[src/rtl/opnd_addr_gen.sv]
module opnd_addr_gen #(
  parameter int DW     = 8,
  parameter int AW     = 16,
  parameter int BANK_W = 2,
  parameter int REG_W  = 3
) (
  input  logic              clk,
  input  logic              rst_n,
  input  logic              in_valid,
  input  logic [1:0]        mode,
  input  logic [REG_W-1:0]  reg_num,
  input  logic [BANK_W-1:0] bank_sel,
  input  logic [DW-1:0]     dir_addr,
  input  logic              use_dptr,
  input  logic [DW-1:0]     ptr_r0,
  input  logic [DW-1:0]     ptr_r1,
  input  logic [AW-1:0]     dptr,
  input  logic [DW-1:0]     imm_lo,
  input  logic [DW-1:0]     imm_hi,
  input  logic              imm_wide,
  output logic              out_valid,
  output logic              out_err,
  output logic [AW-1:0]     out_addr,
  output logic [1:0]        out_space,
  output logic [2*DW-1:0]   out_imm
);
  localparam logic [1:0] M_REG = 2'd0, M_DIR = 2'd1, M_IND = 2'd2, M_IMM = 2'd3;
  localparam logic [1:0] SP_RAM = 2'd0, SP_SFR = 2'd1, SP_EXT = 2'd2, SP_IMM = 2'd3;
  localparam int RPAD = AW - BANK_W - REG_W;
  localparam int BPAD = AW - DW;

  logic            ptr_reg_ok;
  logic            req_ok;
  logic [AW-1:0]   nxt_addr;
  logic [1:0]      nxt_space;
  logic [2*DW-1:0] nxt_imm;

  assign ptr_reg_ok = (reg_num == REG_W'(0)) || (reg_num == REG_W'(1));
  assign req_ok     = (mode != M_IND) || use_dptr || ptr_reg_ok;

  always_comb begin
    nxt_addr  = '0;
    nxt_space = SP_RAM;
    nxt_imm   = '0;
    case (mode)
      M_REG: nxt_addr = {{RPAD{1'b0}}, bank_sel, reg_num};
      M_DIR: begin
        nxt_addr  = {{BPAD{1'b0}}, dir_addr};
        nxt_space = dir_addr[DW-1] ? SP_SFR : SP_RAM;
      end
      M_IND: begin
        if (use_dptr) begin
          nxt_addr  = dptr;
          nxt_space = SP_EXT;
        end else begin
          nxt_addr = {{BPAD{1'b0}}, (reg_num[0] ? ptr_r1 : ptr_r0)};
        end
      end
      default: begin
        nxt_space = SP_IMM;
        nxt_imm   = imm_wide ? {imm_hi, imm_lo} : {{DW{1'b0}}, imm_lo};
      end
    endcase
  end

  always_ff @(posedge clk or negedge rst_n) begin
    if (!rst_n) begin
      out_valid <= 1'b0;
      out_err   <= 1'b0;
      out_addr  <= '0;
      out_space <= SP_RAM;
      out_imm   <= '0;
    end else begin
      out_valid <= in_valid && req_ok;
      out_err   <= in_valid && !req_ok;
      if (in_valid && req_ok) begin
        out_addr  <= nxt_addr;
        out_space <= nxt_space;
        out_imm   <= nxt_imm;
      end
    end
  end
endmodule


[config.mk]
export PLATFORM = sky130hd
export DESIGN_NAME = opnd_addr_gen
export DESIGN_NICKNAME = d
export VERILOG_FILES = /design/src/rtl/opnd_addr_gen.sv
export SDC_FILE = /design/constraint.sdc
export NUM_CORES = 1
export LEC_CHECK = 0
export ABC_AREA = 1
export BUFFER_PORTS_ARGS = -buffer_cell sky130_fd_sc_hd__buf_4
export CORE_MARGIN = 2
export CORE_UTILIZATION = 35
export DETAILED_ROUTE_END_ITERATION = 7
export GPL_ROUTABILITY_DRIVEN = 0
export PLACE_DENSITY = 0.76
export SYNTH_ARGS = -nofsm -noshare
export SYNTH_HDL_FRONTEND = slang
export SYNTH_SLANG_ARGS = --single-unit
[constraint.sdc]
create_clock -name clk -period 1 [get_ports clk]
set_clock_uncertainty 0.15 [all_clocks]
set_input_delay 0.15 -clock clk [delete_from_list [all_inputs] [get_ports clk]]
set_output_delay 0.15 -clock clk [all_outputs]
set_load 0.02 [all_outputs]
==> flow_summary_export.csv, run 1 <==
group,metric,value,unit
synth,yosysWarnings,0,
timing,rsz0062_at_grt,"true",
synth,syn-mean-instance-area,7.32,um2
job,drv_cap,0,
finish,utilization,69.6,%
cts,clkLatencyLatePin,0.27,ns
synth,synth_cell_types,21,
pwr,irDropWorstVdd,0.754,mV
timing,drv_slew,0,
status,status,"finished with violations",
global_routing,grtUsageMet3,3.98,%
synth,yosys-top-cells-count,"nand2_1 (137), dfrtp_1 (36), nand3_1 (21)",
global_routing,grt-ovfl-total,0,
route,num_vias,2291,
setup_path,ff2ff_setup_slack,-0.03,ns
finish,drive_gt1_share,51.0,%
global_routing,grt_start_max_net_pins,37,
setup_path,cp_num_buf_inv,1,
cts,clockBufferDepth,2,
synth,synthesis.area,1980,um2
finish,fin_cells,501,
placement,placed_area,2980,um2
floorplan,dieWidth,79.2,um
floorplan,core-area,5470,um2
synth,synth_edf_count,0,
synth,async_flop_share,100,%
cts,clockRootBuffer,"clkbuf_8",
route,routed_via_density,4.57,
setup_path,crit_family,"flip-flops",
setup_path,crit_path_top_delay_cell,"dfrtp_1",
global_routing,grt_pass1_vias,2193,
placement,dpl.cell_count,452,
cts,cts_made_buffers,5,
finish,antennaDiodeCount,0,
finish,stdcell_area,3810,um2
finish,fin_nets,496,
setup_path,cpPeakStageDelay,0.41,ns
status,violations,"negative setup slack",
global_routing,grt_pass1_wl,9780,um
route,drtIter0Drc,87,
setup_path,rr_endpoint,"out_imm[2]",
synth,synth_top_area_share,45.6,%
synth,syn_nets,338,
timing,worst_pin_slew,0.467,ns
route,wl,6710,um
floorplan,die_area,6270,um2
placement,dpl.hpwl,4240,um
timing,fmax,888,MHz
global_routing,use_met1,23.4,%
floorplan,die_y,79.2,um
timing,relSlewSlack,68.9,%
setup_path,reg2reg_depth,4,
worst_hold_path,hold_class,"in -> reg",
setup_path,cp.required,0.70,ns
global_routing,met2_usage,35.7,%
setup_path,start_kind,"flip-flop",
setup_path,cp_data_arrival_time,0.83,ns
route,firstDrtPassIters,4,
cts,clock_sink_count,36,
pwr,p_leak,2.16,nW
cts,cts_tree,"yes",
cts,htreeDepth,2,
setup_path,r2r_start,"out_imm[2]",
setup_path,path_class,"reg -> out",
placement,port_buffers,103,
worst_hold_path,holdPathStages,5,
floorplan,num_rows,27,
synth,netlist_top_cells_area,"dfrtp_1 (46%), nand2_1 (26%), nand3_1 (5.3%)",
timing,hold-worst-slack,0.0454,ns
timing,period_share,113,%
timing,hold_violations,0,
cts,clk_pin_slew,0.07,ns
finish,synthToLayoutAreaGrowth,92.8,%
setup_path,crit_path_max_fanout,2,
floorplan,initial_core_util,36.1,%
synth,postSynthCellCount,270,
global_routing,antenna_found_initial,0,
pwr,powerDensity,1130,nW/um2
setup_path,crit_chain,"buf_6",
global_routing,track_usage,19.6,%
timing,finalSetupViolCount,61,
worst_hold_path,hold_end,"out_imm[13]",
floorplan,io_pins,104,
synth,yosysMostFrequentCell,"nand2_1",
route,drc_errors,0,
setup_path,endpoint_kind,"output port",
route,ant_nets,0,
route,routedWlPerCell,13.4,um
timing,period_minus_slack,1.13,ns
synth,synth_top_area_cell,"dfrtp_1",
global_routing,grt.busiest_layer,"met2",
worst_hold_path,holdCritStartpoint,"imm_hi[5]",
timing,fin_ws,-0.126,ns
synth,synth-seq-cells,36,
synth,synthFlopType,"dfrtp_1",
synth,yosysSeqAreaShare,45.6,%
-- report_power, final --
part           leakage (nW)  switching, mW  internal, mW
logic                  1.61          0.616         0.698
registers             0.482         0.0776          1.55
clock network        0.0645          0.474         0.879
-- state kept, by name (all words and copies together), names as in the netlist --
signal and count:
out_addr 16, out_err 1, out_imm 16, out_valid 1, out_space 2
-- cell families (layout without fill, tap and decap cells) --
group,count (synthesis),in the layout,synth area share (%)
AND/OR/NAND/NOR,201,204,44.2
buffers and inverters,30,186,8.23
AO/OA/AOI/OAI,3,3,2.03
flip-flops,36,36,45.6
-- layer usage --
layer	vias to the layer above	part of all wire [%]
li1	1153	-
met2	76	54
met5	-	0
met1	1056	40
met4	0	0.88
met3	6	4.9
-- cell usage in the layout, fill, tap and decap left out, types with 2 or more instances in the layout --
| master | Yosys | routed |
|---|---|---|
| buf_12 | 1 | 6 |
| buf_4 | 4 | 98 |
| buf_6 | 2 | 45 |
| clkbuf_16 | 0 | 2 |
| clkbuf_8 | 0 | 7 |
| dfrtp_1 | 36 | 36 |
| dlygate4sd3_1 | 0 | 9 |
| inv_1 | 15 | 15 |
| nand2_1 | 137 | 102 |
| nand2_2 | 12 | 37 |
| nand2_4 | 0 | 11 |
| nand2_8 | 1 | 3 |
| nand3_1 | 21 | 21 |
| nand4_1 | 8 | 8 |
| nor2_1 | 19 | 18 |
-- worst max-delay path by stage --
| stage | startpoint | endpoint | slack [ns] | cells after the start |
|---|---|---|---|---|
| floorplan | mode[0] | out_addr[10] | -0.19 | 9 |
| global placement | mode[0] | out_addr[0] | -0.26 | 8 |
| detailed placement | mode[0] | out_imm[15] | -0.28 | 8 |
| CTS | out_imm[15] | out_imm[15] | -0.13 | 1 |
| global route | out_addr[9] | out_addr[9] | -0.16 | 1 |
| finish | out_imm[15] | out_imm[15] | -0.13 | 1 |
-- stage by stage --
step	total power, mW	setup slack [ns]	TNS [ns]
2_1_floorplan	2.09	-0.185	-5.87
3_3_place_gp	2.61	-0.255	-8.19
3_5_place_dp	2.62	-0.276	-8.79
4_1_cts	4.15	-0.130	-4.14
5_1_grt	4.51	-0.161	-6.77
6_report	4.30	-0.126	-5.02
-- area by class of cell --
cell class	instances	area (um2)
clock buffer	7	96.3
inverter	17	68.8
fill	448	1660
clock inverter	1	30.0
multi-input combinational	207	1110
sequential	36	901
tap	72	90.1
timing repair buffer	161	1520
-- what timing repair did --
action	4_1_cts	5_1_grt
endpoints found under the setup margin	36	69
pin swaps	0	35
hold buffers	9	0
buffers inserted	16	15
resized for setup	36	58
hold endpoints to repair	44	0
cloned	0	6
(Power assumes the default switching activity.)
==> inputs of run 2 (changes only) <==
==> constraint.sdc (replaced) <==
create_clock -name clk -period 1.16 [get_ports clk]
set_clock_uncertainty 0.15 [all_clocks]
set_input_delay 0.174 -clock clk [delete_from_list [all_inputs] [get_ports clk]]
set_output_delay 0.174 -clock clk [all_outputs]
set_load 0.02 [all_outputs]
==> run 2 against run 1 <==
Compared with the run above:
- the run still ends with negative setup slack left
- critical endpoint is now out_imm[11]
- critical path type unchanged
- cell count down 1.8%
- critical path depth did not move
- count of clock-buffer cells in the layout decreased by 2
- via count is 4.2% lower
- total power fell by 19%
- sequential share of layout area grew 2.5 points
==> flow_summary_export.csv, run 2 (same netlist as run 1, synthesis figures left out) <==
group,metric,value,unit
timing,fmax,855,MHz
global_routing,grt_start_max_net_pins,37,
worst_hold_path,hold_class,"in -> reg",
setup_path,crit_family,"flip-flops",
route,drtIter0Drc,89,
worst_hold_path,holdCritStartpoint,"dptr[12]",
global_routing,grt-ovfl-total,0,
timing,worst_pin_slew,0.448,ns
setup_path,crit_chain,"buf_6",
timing,rsz0062_at_grt,"true",
finish,mostFrequentLayoutCells,"nand2_1 (137), buf_4 (109), dfrtp_1 (36)",
pwr,powerDensity,1010,nW/um2
global_routing,grt_pass1_wl,9180,um
cts,clockRootBuffer,"clkbuf_8",
route,routedWlPerCell,12.0,um
setup_path,cpPeakStageDelay,0.41,ns
job,drv_cap,0,
timing,hold_violations,0,
route,firstDrtPassIters,4,
timing,finalSetupViolCount,2,
setup_path,cp.required,0.84,ns
setup_path,crit_path_top_delay_cell,"dfrtp_1",
floorplan,die_area,6270,um2
finish,synthToLayoutAreaGrowth,74.6,%
floorplan,core-area,5470,um2
pwr,irDropWorstVdd,0.516,mV
placement,port_buffers,103,
global_routing,antenna_found_initial,0,
setup_path,ff2ff_setup_slack,0.12,ns
global_routing,grt_pass1_vias,2026,
timing,period_minus_slack,1.17,ns
setup_path,rr_endpoint,"out_imm[0]",
status,violations,"negative setup slack",
cts,clock_sink_count,36,
finish,fillers,482,
finish,drive_gt1_share,41.7,%
pwr,p_leak,1.99,nW
route,routed_via_density,4.46,
timing,fin_setup_tns,-0.00956,ns
status,status,"finished with violations",
cts,htreeDepth,2,
cts,clkLatencyLatePin,0.28,ns
floorplan,die_y,79.2,um
cts,cts_made_buffers,5,
route,num_vias,2195,
setup_path,crit_path_max_fanout,2,
finish,stdcell_area,3450,um2
timing,drv_slew,0,
setup_path,reg2reg_depth,4,
finish,largestRegisters,"out_addr: 16 flops, out_imm: 16 flops, out_space: 2 flops",
finish,fin_nets,487,
floorplan,dieWidth,79.2,um
timing,period_share,101,%
worst_hold_path,holdPathStages,3,
setup_path,cp_data_arrival_time,0.85,ns
finish,antennaDiodeCount,0,
worst_hold_path,hold_end,"out_addr[12]",
cts,clk_pin_slew,0.08,ns
timing,relSlewSlack,70.2,%
setup_path,r2r_start,"out_imm[0]",
setup_path,endpoint_kind,"output port",
setup_path,start_kind,"flip-flop",
floorplan,initial_core_util,36.1,%
route,ant_nets,0,
cts,clockBufferDepth,2,
cts,cts_tree,"yes",
timing,hold-worst-slack,0.00885,ns
floorplan,io_pins,104,
finish,final_common_cell,"nand2_1",
placement,dpl.hpwl,4100,um
floorplan,num_rows,27,
setup_path,path_class,"reg -> out",
route,wl,5910,um
route,drc_errors,0,
global_routing,track_usage,18.5,%
timing,fin_ws,-0.00919,ns
setup_path,cp_num_buf_inv,1,
placement,placed_area,2880,um2
## run 2: cell type report
type,count,area (um2),area share [%]
Clock buffer,5,68.8,1.99
Clock inverter,3,42.5,1.23
Inverter,17,68.8,1.99
Multi-Input combinational cell,204,918,26.6
Sequential cell,36,901,26.1
Tap cell,72,90.1,2.61
Timing Repair Buffer,155,1360,39.5
## run 2: worst max-delay path by stage
stage / startpoint / endpoint / slack (ns) / cells after the start
2_1_floorplan: mode[0] / out_addr[10] / -0.05 / 9
3_3_place_gp: mode[0] / out_addr[2] / -0.10 / 8
3_5_place_dp: mode[0] / out_imm[4] / -0.15 / 8
4_1_cts: out_imm[10] / out_imm[10] / -0.009 / 1
5_1_grt: out_imm[11] / out_imm[11] / -0.03 / 1
6_report: out_imm[11] / out_imm[11] / -0.009 / 1
## run 2: repair_timing
item / in CTS / in global routing
setup buffers: 17 / 17
gates cloned: 0 / 0
setup endpoints to repair: 27 / 35
endpoints found under the hold margin: 42 / 0
pin swaps: 0 / 0
gates resized for setup: 16 / 19
hold buffers: 7 / 0
## run 2: layer usage
metal  routed length [um]  global-route usage (%)
met3                  379                    4.43
met4                   70                    5.17
met1                 2310                    21.8
met2                 3150                    33.4
met5                    0                       0
## run 2: per-stage QoR
step / power, mW / util (%) / setup slack [ns] / cells
after global routing: 3.65 / 63.1 / -0.0326 / 492
after detailed placement: 2.23 / 52.7 / -0.151 / 443
after global placement: 2.21 / 52.7 / -0.102 / 443
after floorplan: 1.80 / - / -0.0493 / 270
after CTS: 3.42 / 59.4 / -0.00851 / 475
final: 3.47 / 63.1 / -0.00919 / 492
## run 2: where the power goes
part | switching, mW | internal [mW]
Sequential | 0.0632 | 1.34
Clock | 0.454 | 0.636
Combinational | 0.456 | 0.527
